===== src/rtl/rmw_pkg.sv =====
`timescale 1ns/1ps
package rmw_pkg;
  typedef enum logic [1:0] {
    OP_INV   = 2'd0,
    OP_CLEAN = 2'd1,
    OP_FLUSH = 2'd2,
    OP_RSVD  = 2'd3
  } op_e;

  typedef enum logic [2:0] {
    ST_IDLE,
    ST_CHUNK,
    ST_LOOK,
    ST_WB,
    ST_SYNC,
    ST_DONE
  } st_e;
endpackage


===== src/rtl/rmw_range.sv =====
`timescale 1ns/1ps
module rmw_range #(
  parameter int ADDR_W  = 12,
  parameter int LINE_LG = 4,
  localparam int CNT_W  = ADDR_W - LINE_LG
) (
  input  logic [ADDR_W-1:0] start_i,
  input  logic [ADDR_W-1:0] end_i,
  output logic [ADDR_W-1:0] astart_o,
  output logic              all_o,
  output logic [CNT_W-1:0]  lines_o
);
  localparam logic [ADDR_W-1:0] LOW_MASK = (ADDR_W'(1) << LINE_LG) - ADDR_W'(1);
  localparam logic [ADDR_W-1:0] WRAP_LIM = ~LOW_MASK;

  logic [ADDR_W-1:0] size;

  always_comb begin
    astart_o = start_i & ~LOW_MASK;
    size     = end_i - astart_o;
    all_o    = (size >= WRAP_LIM);
    // round up; cannot overflow unless all_o
    lines_o  = size[ADDR_W-1:LINE_LG] + CNT_W'(|size[LINE_LG-1:0]);
  end
endmodule


===== src/rtl/rmw_line_act.sv =====
`timescale 1ns/1ps
module rmw_line_act
  import rmw_pkg::*;
(
  input  op_e  op_i,
  input  logic hit_i,
  input  logic dirty_i,
  output logic look_wb_o,
  output logic look_upd_o,
  output logic look_clr_valid_o,
  output logic look_clr_dirty_o,
  output logic wb_clr_valid_o
);
  always_comb begin
    look_wb_o        = 1'b0;
    look_upd_o       = 1'b0;
    look_clr_valid_o = 1'b0;
    look_clr_dirty_o = 1'b0;
    if (hit_i) begin
      unique case (op_i)
        OP_INV: begin
          look_upd_o       = 1'b1;
          look_clr_valid_o = 1'b1;
          look_clr_dirty_o = 1'b1;
        end
        OP_FLUSH: begin
          look_wb_o        = dirty_i;
          look_upd_o       = !dirty_i;
          look_clr_valid_o = 1'b1;
          look_clr_dirty_o = 1'b1;
        end
        default: look_wb_o = dirty_i; // clean, reserved
      endcase
    end
    wb_clr_valid_o = (op_i == OP_FLUSH);
  end
endmodule


===== src/rtl/rmw_cursor.sv =====
`timescale 1ns/1ps
module rmw_cursor #(
  parameter int ADDR_W      = 12,
  parameter int LINE_LG     = 4,
  parameter int NUM_SETS    = 8,
  parameter int NUM_WAYS    = 2,
  parameter int CHUNK_LINES = 7,
  localparam int CNT_W      = ADDR_W - LINE_LG,
  localparam int SET_W      = $clog2(NUM_SETS),
  localparam int WAY_W      = (NUM_WAYS > 1) ? $clog2(NUM_WAYS) : 1
) (
  input  logic              clk_i,
  input  logic              rst_ni,
  input  logic              load_i,
  input  logic              load_all_i,
  input  logic [ADDR_W-1:0] load_addr_i,
  input  logic [CNT_W-1:0]  load_lines_i,
  input  logic              chunk_go_i,
  input  logic              step_i,
  output logic              all_o,
  output logic [ADDR_W-1:0] addr_o,
  output logic [WAY_W-1:0]  way_o,
  output logic              last_o,
  output logic              chunk_last_o,
  output logic [CNT_W-1:0]  chunk_len_o
);
  localparam logic [ADDR_W-1:0] LINE_INC = ADDR_W'(1) << LINE_LG;
  localparam logic [CNT_W-1:0]  CHUNK_MAX = CNT_W'(CHUNK_LINES);

  logic              all_q;
  logic [ADDR_W-1:0] addr_q;
  logic [SET_W-1:0]  set_q;
  logic [WAY_W-1:0]  way_q;
  logic [CNT_W-1:0]  left_q;
  logic [CNT_W-1:0]  chunk_q;
  logic              way_wrap;
  logic              set_last;

  assign way_wrap = (way_q == WAY_W'(NUM_WAYS - 1));
  assign set_last = (set_q == SET_W'(NUM_SETS - 1));

  always_ff @(posedge clk_i or negedge rst_ni) begin
    if (!rst_ni) begin
      all_q   <= 1'b0;
      addr_q  <= '0;
      set_q   <= '0;
      way_q   <= '0;
      left_q  <= '0;
      chunk_q <= '0;
    end else if (load_i) begin
      all_q  <= load_all_i;
      addr_q <= load_addr_i;
      set_q  <= '0;
      way_q  <= '0;
      left_q <= load_lines_i;
    end else begin
      if (chunk_go_i) chunk_q <= chunk_len_o;
      if (step_i) begin
        if (all_q) begin
          way_q <= way_wrap ? '0 : way_q + WAY_W'(1);
          if (way_wrap) set_q <= set_q + SET_W'(1);
        end else begin
          addr_q  <= addr_q + LINE_INC;
          left_q  <= left_q - CNT_W'(1);
          chunk_q <= chunk_q - CNT_W'(1);
        end
      end
    end
  end

  assign all_o        = all_q;
  assign addr_o       = all_q ? (ADDR_W'(set_q) << LINE_LG) : addr_q;
  assign way_o        = way_q;
  assign last_o       = all_q ? (set_last && way_wrap) : (left_q == CNT_W'(1));
  assign chunk_last_o = (chunk_q == CNT_W'(1));
  assign chunk_len_o  = (left_q < CHUNK_MAX) ? left_q : CHUNK_MAX;


  all_order_chk: assert property (@(posedge clk_i) disable iff (!rst_ni)
    all_q && step_i && !load_i && way_wrap |=> way_q == '0);
endmodule


===== src/rtl/rmw_line_walker.sv =====
`timescale 1ns/1ps
module rmw_line_walker
  import rmw_pkg::*;
#(
  parameter int ADDR_W          = 12,
  parameter int LINE_BYTES      = 16,
  parameter int NUM_SETS        = 8,
  parameter int NUM_WAYS        = 2,
  parameter int MAX_RANGE_BYTES = 128,
  localparam int LINE_LG        = $clog2(LINE_BYTES),
  localparam int SET_W          = $clog2(NUM_SETS),
  localparam int WAY_W          = (NUM_WAYS > 1) ? $clog2(NUM_WAYS) : 1,
  localparam int CNT_W          = ADDR_W - LINE_LG,
  localparam int CHUNK_LINES    = MAX_RANGE_BYTES / LINE_BYTES - 1
) (
  input  logic              clk_i,
  input  logic              rst_ni,
  input  logic              cmd_valid_i,
  output logic              cmd_ready_o,
  input  logic [1:0]        cmd_op_i,
  input  logic [ADDR_W-1:0] cmd_start_i,
  input  logic [ADDR_W-1:0] cmd_end_i,
  output logic              lkp_valid_o,
  output logic              lkp_index_o,
  output logic [ADDR_W-1:0] lkp_addr_o,
  output logic [WAY_W-1:0]  lkp_way_o,
  input  logic              lkp_hit_i,
  input  logic              lkp_dirty_i,
  input  logic [WAY_W-1:0]  lkp_way_i,
  output logic              upd_valid_o,
  output logic [SET_W-1:0]  upd_set_o,
  output logic [WAY_W-1:0]  upd_way_o,
  output logic              upd_clr_valid_o,
  output logic              upd_clr_dirty_o,
  output logic              wb_req_o,
  output logic [SET_W-1:0]  wb_set_o,
  output logic [WAY_W-1:0]  wb_way_o,
  input  logic              wb_ack_i,
  output logic              chunk_o,
  output logic [CNT_W-1:0]  chunk_lines_o,
  output logic              sync_o,
  output logic              done_o
);
  st_e  st_q, st_d, adv_st;
  op_e  op_q;
  logic [SET_W-1:0] ent_set_q;
  logic [WAY_W-1:0] ent_way_q;

  logic [ADDR_W-1:0] rng_astart;
  logic              rng_all;
  logic [CNT_W-1:0]  rng_lines;

  logic              accept, step, chunk_go;
  logic              cur_all, cur_last, chunk_last;
  logic [CNT_W-1:0]  chunk_len;

  logic look_wb, look_upd, look_clr_valid, look_clr_dirty, wb_clr_valid;
  logic in_look, in_wb;

  rmw_range #(.ADDR_W(ADDR_W), .LINE_LG(LINE_LG)) range_i (
    .start_i  (cmd_start_i),
    .end_i    (cmd_end_i),
    .astart_o (rng_astart),
    .all_o    (rng_all),
    .lines_o  (rng_lines)
  );

  rmw_cursor #(
    .ADDR_W(ADDR_W), .LINE_LG(LINE_LG), .NUM_SETS(NUM_SETS),
    .NUM_WAYS(NUM_WAYS), .CHUNK_LINES(CHUNK_LINES)
  ) cursor_i (
    .clk_i        (clk_i),
    .rst_ni       (rst_ni),
    .load_i       (accept),
    .load_all_i   (rng_all),
    .load_addr_i  (rng_astart),
    .load_lines_i (rng_lines),
    .chunk_go_i   (chunk_go),
    .step_i       (step),
    .all_o        (cur_all),
    .addr_o       (lkp_addr_o),
    .way_o        (lkp_way_o),
    .last_o       (cur_last),
    .chunk_last_o (chunk_last),
    .chunk_len_o  (chunk_len)
  );

  rmw_line_act act_i (
    .op_i             (op_q),
    .hit_i            (lkp_hit_i),
    .dirty_i          (lkp_dirty_i),
    .look_wb_o        (look_wb),
    .look_upd_o       (look_upd),
    .look_clr_valid_o (look_clr_valid),
    .look_clr_dirty_o (look_clr_dirty),
    .wb_clr_valid_o   (wb_clr_valid)
  );

  assign in_look  = (st_q == ST_LOOK);
  assign in_wb    = (st_q == ST_WB);
  assign accept   = (st_q == ST_IDLE) && cmd_valid_i;
  assign chunk_go = (st_q == ST_CHUNK);
  assign step     = (in_look && !look_wb) || (in_wb && wb_ack_i);

  always_comb begin
    if (cur_last)                  adv_st = ST_SYNC;
    else if (!cur_all && chunk_last) adv_st = ST_CHUNK;
    else                           adv_st = ST_LOOK;
  end

  always_comb begin
    st_d = st_q;
    unique case (st_q)
      ST_IDLE:  if (cmd_valid_i)
                  st_d = rng_all ? ST_LOOK : ((rng_lines == '0) ? ST_SYNC : ST_CHUNK);
      ST_CHUNK: st_d = ST_LOOK;
      ST_LOOK:  st_d = look_wb ? ST_WB : adv_st;
      ST_WB:    if (wb_ack_i) st_d = adv_st;
      ST_SYNC:  st_d = ST_DONE;
      ST_DONE:  st_d = ST_IDLE;
      default:  st_d = ST_IDLE;
    endcase
  end

  always_ff @(posedge clk_i or negedge rst_ni) begin
    if (!rst_ni) begin
      st_q      <= ST_IDLE;
      op_q      <= OP_INV;
      ent_set_q <= '0;
      ent_way_q <= '0;
    end else begin
      st_q <= st_d;
      if (accept) op_q <= op_e'(cmd_op_i);
      if (in_look && look_wb) begin
        ent_set_q <= lkp_addr_o[LINE_LG +: SET_W];
        ent_way_q <= lkp_way_i;
      end
    end
  end

  assign cmd_ready_o     = (st_q == ST_IDLE);
  assign lkp_valid_o     = in_look;
  assign lkp_index_o     = cur_all;
  assign upd_valid_o     = (in_look && look_upd) || (in_wb && wb_ack_i);
  assign upd_set_o       = in_wb ? ent_set_q : lkp_addr_o[LINE_LG +: SET_W];
  assign upd_way_o       = in_wb ? ent_way_q : lkp_way_i;
  assign upd_clr_valid_o = upd_valid_o && (in_wb ? wb_clr_valid : look_clr_valid);
  assign upd_clr_dirty_o = upd_valid_o && (in_wb || look_clr_dirty);
  assign wb_req_o        = in_wb;
  assign wb_set_o        = ent_set_q;
  assign wb_way_o        = ent_way_q;
  assign chunk_o         = chunk_go;
  assign chunk_lines_o   = chunk_go ? chunk_len : '0;
  assign sync_o          = (st_q == ST_SYNC);
  assign done_o          = (st_q == ST_DONE);


  wb_hold_chk: assert property (@(posedge clk_i) disable iff (!rst_ni)
    wb_req_o && !wb_ack_i |=> wb_req_o && $stable(wb_set_o) && $stable(wb_way_o));

  wb_release_chk: assert property (@(posedge clk_i) disable iff (!rst_ni)
    $fell(wb_req_o) |-> $past(wb_ack_i));

  sync_done_chk: assert property (@(posedge clk_i) disable iff (!rst_ni)
    done_o |-> $past(sync_o));

  done_pulse_chk: assert property (@(posedge clk_i) disable iff (!rst_ni)
    done_o |=> !done_o && cmd_ready_o);

  busy_chk: assert property (@(posedge clk_i) disable iff (!rst_ni)
    cmd_ready_o && cmd_valid_i |=> !cmd_ready_o);

  chunk_len_chk: assert property (@(posedge clk_i) disable iff (!rst_ni)
    chunk_o |-> (chunk_lines_o != '0) && (chunk_lines_o <= CNT_W'(CHUNK_LINES)));

  inv_no_wb_chk: assert property (@(posedge clk_i) disable iff (!rst_ni)
    wb_req_o |-> op_q != OP_INV);

  clean_keep_chk: assert property (@(posedge clk_i) disable iff (!rst_ni)
    upd_valid_o && (op_q == OP_CLEAN) |-> !upd_clr_valid_o);
endmodule


===== config.mk =====
export PLATFORM = sky130hd
export DESIGN_NAME = rmw_line_walker
export DESIGN_NICKNAME = d
export VERILOG_FILES = /design/src/rtl/rmw_pkg.sv /design/src/rtl/rmw_range.sv /design/src/rtl/rmw_line_act.sv /design/src/rtl/rmw_cursor.sv /design/src/rtl/rmw_line_walker.sv
export SDC_FILE = /design/constraint.sdc
export NUM_CORES = 1
export LEC_CHECK = 0
export CAP_MARGIN = 20
export CELL_PAD_IN_SITES_DETAIL_PLACEMENT = 0
export CELL_PAD_IN_SITES_GLOBAL_PLACEMENT = 1
export CORE_ASPECT_RATIO = 0.75
export CORE_UTILIZATION = 40
export DETAILED_ROUTE_END_ITERATION = 12
export PLACE_DENSITY_LB_ADDON = 0.1
export RECOVER_POWER = 100
export SYNTH_ARGS = -nofsm -noshare
export SYNTH_HDL_FRONTEND = slang
export SYNTH_SLANG_ARGS = --single-unit
export TNS_END_PERCENT = 50

===== constraint.sdc =====
create_clock -name clk_i -period 5.1 [get_ports clk_i]
set_clock_uncertainty 0.2 [all_clocks]
set_input_delay 0.765 -clock clk_i [delete_from_list [all_inputs] [get_ports clk_i]]
set_output_delay 0.765 -clock clk_i [all_outputs]
set_load 0.03 [all_outputs]

# After elaboration in Yosys (flattened, before gate mapping)
# Cells that the tools add are included.
word_totals:
  output_inout_bits: 39
  register_bits: 42
  elab_cells: 96
op_classes:
  n_lt_le_gt_ge: 2
  reduce_logical: 27
  addsub: 7
  n_eq_ne: 12
  n_mux: 38
op_table:
  columns: ["operator", "n"]
  rows:
  - ["$mux 8", 8]
  - ["$mux 12", 4]
  - ["$mux 3", 11]
  - ["$eq 8x1->1 const B", 2]
  - ["$sub 8x1->8 const B", 2]
  - ["$pmux 3 s5", 1]
  - ["$add 12x5->12 const B", 1]
  - ["$ge 12x12->1 const B", 1]
  - ["$mux 1", 12]
  - ["$sub 12x12->12", 1]
  - ["$eq 3x3->1 const B", 3]
  - ["$logic_and 1x1->1", 9]
  - ["$add 8x1->8", 1]
  - ["$logic_not 8->1", 1]
  - ["$lt 8x3->1 const B", 1]
  - ["$eq 3x2->1 const B", 2]
  - ["$ne 2x2->1 const B", 3]
  - ["$reduce_and 2->1", 3]
  - ["$reduce_bool 2->1", 3]
  - ["$reduce_or 4->1", 1]
  - ["$add 3x1->3 const B", 1]
  - ["$eq 3x1->1 const B", 1]
  - ["$logic_not 1->1", 3]
  - ["$logic_not 3->1", 1]
  - ["other kinds (8)", 10]

# Longest topological paths before layout
depth:
  ltp_word: 8
  mapped_depth: 12

# By module
# A second synthesis with hierarchy kept.
hier_totals:
  hier_cells: 356
  hier_area_um2: 3301.9
modules_own_cells:
  columns: ["mod", "cells_per_inst", "area_each_um2", "n_inst"]
  rows:
  - ["rmw_cursor", 204, 1974.4, 1]
  - ["rmw_line_walker", 71, 696.9, 1]
  - ["rmw_range", 76, 581.8, 1]
  - ["rmw_line_act", 5, 48.8, 1]

# Worst setup path before layout
# No wires, ideal clock.
synth_timing:
  path_kind: "input port to flip-flop"
  from: "input cmd_end_i[4]"
  to: "register st_q[2]"
  t_arrival_ns: 2.873
  path_slack_ns: 1.954
  cell_stages: 12
  required_time_ns: 4.827
  n_path_buf: 0
  setup_ns: 0.073
  path_cell_list: "inv_1 > ha_1 > inv_1 > fa_1 > a21o_1 > a21oi_1 > xor2_1 > or3_1 > a21oi_1 > o21ai_1 > a211o_1 > a21oi_2"
synth_between:
  elab_chain_len: 7
synth_lines:
  columns: ["element", "line_no", "text"]
  rows:
  - ["start: declaration", "rmw_line_walker.sv:22", "input logic [ADDR_W-1:0] cmd_end_i,"]
  - ["$sub 12x12->12 *", "rmw_range.sv:20", "size = end_i - astart_o;"]
  - ["$add 8x1->8", "rmw_range.sv:23", "lines_o = size[ADDR_W-1:LINE_LG] + CNT_W'(|size[LINE_LG-1:0]);"]
  - ["$logic_not 8->1", "rmw_line_walker.sv:115", "st_d = rng_all ? ST_LOOK : ((rng_lines == '0) ? ST_SYNC : ST_CHUNK);"]
  - ["$mux 3", "rmw_line_walker.sv:115", null]
  - ["$mux 3 *", "rmw_line_walker.sv:115", null]
  - ["$mux 3 *", "rmw_line_walker.sv:114", "ST_IDLE: if (cmd_valid_i)"]
  - ["$pmux 3 s5 *", "rmw_line_walker.sv:113", "unique case (st_q)"]
  - ["end signal: assignment", "rmw_line_walker.sv:132", "st_q <= st_d;"]
  - ["end: declaration", "rmw_line_walker.sv:44", "st_e st_q, st_d, adv_st;"]
# Mark *: on every way between the ends. The rest lies on a longest branch, timed or not. The select of a mux whose other input is x is not followed.
# A chain may end at the register's enable or synchronous reset.

# Final worst setup path
layout_timing:
  from: "input cmd_start_i[4]"
  to: "register st_q[1]"
layout_between:
  elab_chain_len: 5
layout_lines:
  columns: ["element", "line_no", "text"]
  rows:
  - ["start: declaration", "rmw_line_walker.sv:21", "input logic [ADDR_W-1:0] cmd_start_i,"]
  - ["$sub 12x12->12", "rmw_range.sv:20", null]
  - ["$ge 12x12->1", "rmw_range.sv:21", "all_o = (size >= WRAP_LIM);"]
  - ["$mux 3", "rmw_line_walker.sv:115", null]
  - ["$mux 3", "rmw_line_walker.sv:114", null]
  - ["$pmux 3 s5", "rmw_line_walker.sv:113", null]
# No other way between the ends. The select of a mux whose other input is x is not followed.

==> run summary <==
DRC Markers - 0
Internal - 0.963 mW
Register share of total power - 0.291
FFs w/ async S/R, synth - 1.00
Switching Fraction - 0.495
Initial antenna violation count - 0
Synth-to-layout area growth - 23.7%
CP peak stage delay - 0.57 ns
Nets - 465
TritonRoute pass-1 iters - 4
Total power - 1.90 mW
Num CTS Buffers - 5
RR Startpoint - st_q[0]
Post-CTS sizing - 0
Largest net degree at the start of global routing - 39
FF+latch count, synth - 38
Clock Latency Late Sink - 0.30 ns
Crit path cell chain - dlygate4sd3_1 -> ha_1 -> inv_1 -> fa_1 -> a21o_1 -> a221o_1 -> nor2_1 -> xnor2_1 -> nand4_1 -> nor2_1 -> a2111oi_0 -> o22ai_1
Leakage Power - 1.67 nW
Ports - 72
H-tree level count - 2
Final setup TNS - 0 ns
First-pass GRT wire length - 13.0 mm
Dpl hpwl - 5.80 mm
WS Path Type - in -> reg
Failing checks - capacitance limit, slew limit
Core Util, Final - 0.523
Worst Path Arrival - 3.79 ns
Yosys warns - 0
Register area - 951 sq um
Max VDD drop - 0.000230 V
Clock share of power - 0.119
Avg Cell Area, Syn - 8.21 sq um
Vias in the first global route - 2582
Register area share after synthesis - 0.323
Fin. Hold Viols - 0
Outcome - finished with violations
Number of synthesized flops with an enable pin - 0
Final critical-path share of the clock period - 0.750
Wirelength per Cell - 14.8 um
Core Box Area - 6960 sq um
Pwr dens - 523 nW/um^2
N_diodes - 0
Sink Count - 38
Die area - 7720 sq um
Die height - 76.3 um
Sw power - 0.942 mW
Worst Hold Class - reg -> reg
CTS tree - done
Netlist cell types - 58
DRT iter0 DRCs - 178
Largest fanout on the critical path - 4
Clk slew on worst S/H paths - 0.08 ns
Final instance area - 3640 sq um
Worst Path Required - 5.07 ns
Crit path top cell by count - nor2_1
Rows - 26
Clock buffer depth - 2
Layout cells sized above 1 - 0.0361
Setup crit start - cmd_start_i[4]
Post-CTS Setup Repair Bufs - 0
Max Slew Vio Count - 39
Achievable frequency - 262 MHz
Critical-path top delay cell - dlygate4sd3_1
Total routed wirelength - 7.58 mm
Initial Util - 0.423
Grt ovf - 0
Number of I/O port buffers - 58
Final setup fails - 0
Area of the multi-input gates - 1810 sq um
Worst slew pin tran - 2.16 ns
Fillcell total - 716
Logic pwr share - 0.590
RSZ-0062 raised after global routing - no
Crit. End Element - register
Critical Path Start Type - input port
Synth Instances - 359
Crit path time final - 3.82 ns
Clock root buffer - clkbuf_8
GP Congestion - 0.830
Top FF cell, synth - dfrtp_1
CTS Hold Buffers Added - 0
Hold_sp - cursor_i.left_q[6]
Post-DRT Antenna Nets - 0
Dpl cell area - 3580 sq um
Max-cap violations - 1
All-Layer GR Usage - 0.214
Syn Std Cell Area - 2950 sq um
Die extent in x - 101 um
Via-to-Cell Ratio - 5.26
Vias - 2696
Max_slew headroom - -0.441
## registers in the layout, indices dropped and copies added, names as in the netlist
| register | flops |
|---|---|
| cursor_i.addr_q | 8 |
| cursor_i.all_o | 1 |
| cursor_i.chunk_q | 8 |
| cursor_i.left_q | 8 |
| cursor_i.set_q | 3 |
| cursor_i.way_o | 1 |
| op_q | 2 |
| st_q | 3 |
| wb_set_o | 3 |
| wb_way_o | 1 |
## path summary, 6_finish.rpt
kind                                      end  slack, ns  depth (start not counted)
max                                   st_q[1]       1.28                         12
min                        cursor_i.left_q[6]       0.29                          1
max reg2reg                cursor_i.left_q[6]       2.30                          5
min reg2reg                cursor_i.left_q[6]       0.29                          1
max in group asynchronous             st_q[2]       2.57                          1
min in group asynchronous  cursor_i.addr_q[8]       0.89                          1
## through the flow
step                      setup WS, ns  hold WS, ns  instances
after floorplan                   1.95        0.250        367
after global placement            1.21        0.280        505
after detailed placement          1.14        0.275        505
after CTS                         1.45        0.288        513
after global routing              1.03        0.309        513
final                             1.28        0.292        513
## worst max-delay path: cells and delay by family
family | cells | cell delay, ns
buffers and inverters | 2 | 0.63
AO/OA/AOI/OAI | 4 | 1.11
adder cells (fa/ha/maj) | 2 | 0.60
AND/OR/NAND/NOR | 3 | 0.50
XOR/XNOR | 1 | 0.19
## layout by cell type, fill, tap and decap left out, drive strengths merged, types with 3 or more instances in the layout
cell,count
clkbuf,7
inv,21
dfrtp,38
a221o,6
xor2,14
or2,3
or3,4
a22oi,3
nand3,8
conb,9
and3,9
nor2b,11
dlygate4sd3,32
nor4,3
mux2i,8
a211oi,3
nor3b,8
o21ai,22
nor2,43
xnor2,6
o22ai,3
a211o,3
nor3,9
ha,17
a21oi,19
and2,3
clkdlybuf4s50,25
nand2,43
## cells in the mapped netlist, types with 2 or more instances
library cell	number	area (sq um)
nand4_1	2	12.5
a211o_1	3	26.3
nor3b_1	8	60.1
nor3_1	8	40.0
o22ai_1	3	18.8
o21ai_1	2	10.0
clkbuf_1	9	33.8
dfrtp_1	38	951
or3_1	4	25.0
and2_1	3	18.8
mux2_2	2	22.5
xnor2_1	6	52.6
or2_1	2	12.5
a211oi_1	2	15.0
a221o_1	6	60.1
buf_4	9	67.6
o221ai_1	2	17.5
a21oi_1	18	90.1
a21o_1	2	15.0
and3_1	9	56.3
nor2_1	42	158
nand2_1	43	161
nor4_1	2	12.5
o211ai_1	2	15.0
nor2b_1	11	68.8
mux2i_1	8	80.1
inv_1	21	78.8
buf_2	2	10.0
o311ai_0	2	17.5
a22oi_1	3	22.5
ha_1	17	213
nand3_1	8	40.0
nand3b_1	2	15.0
o21ai_0	20	100
xor2_1	14	123
or4_1	2	15.0
## per-layer routing
| metal | global-route usage | up-vias | part of all wire |
|---|---|---|---|
| met5 | 0 | - | 0 |
| met4 | 0.0594 | 0 | 0.010 |
| met3 | 0.0422 | 7 | 0.053 |
| met2 | 0.299 | 59 | 0.41 |
| met1 | 0.329 | 1273 | 0.52 |
| li1 | - | 1357 | - |
## cells by family (layout without fill, tap and decap cells)
group / Yosys count / count (layout) / share of synthesized area
DFF: 38 / 38 / 0.323
AOI/OAI and AO/OA: 75 / 75 / 0.169
muxes: 10 / 10 / 0.0348
xor gates and xnor gates: 20 / 20 / 0.0594
buffers and inverters: 41 / 89 / 0.0645
adders and majority gates: 18 / 18 / 0.0790
other: 1 / 9 / 0.00127
and+or+nand+nor: 156 / 156 / 0.269
## power by group through the flow
stage	Clock [mW]	Sequential [mW]	Combinational (mW)
floorplan	0	0.549	0.783
global placement	0	0.559	1.16
detailed placement	0	0.563	1.17
CTS	0.232	0.557	1.18
global route	0.246	0.577	1.24
finish	0.226	0.555	1.12
## cell type report
| cell class | count | share of cell area |
|---|---|---|
| clock inverters | 2 | 0.00343 |
| well taps | 98 | 0.0337 |
| clock buffers | 6 | 0.0227 |
| repair buffers | 60 | 0.162 |
| inverters | 21 | 0.0216 |
| multi-input cells | 288 | 0.496 |
| flip-flops and latches | 38 | 0.261 |
Power figures use the tool's default switching activity.
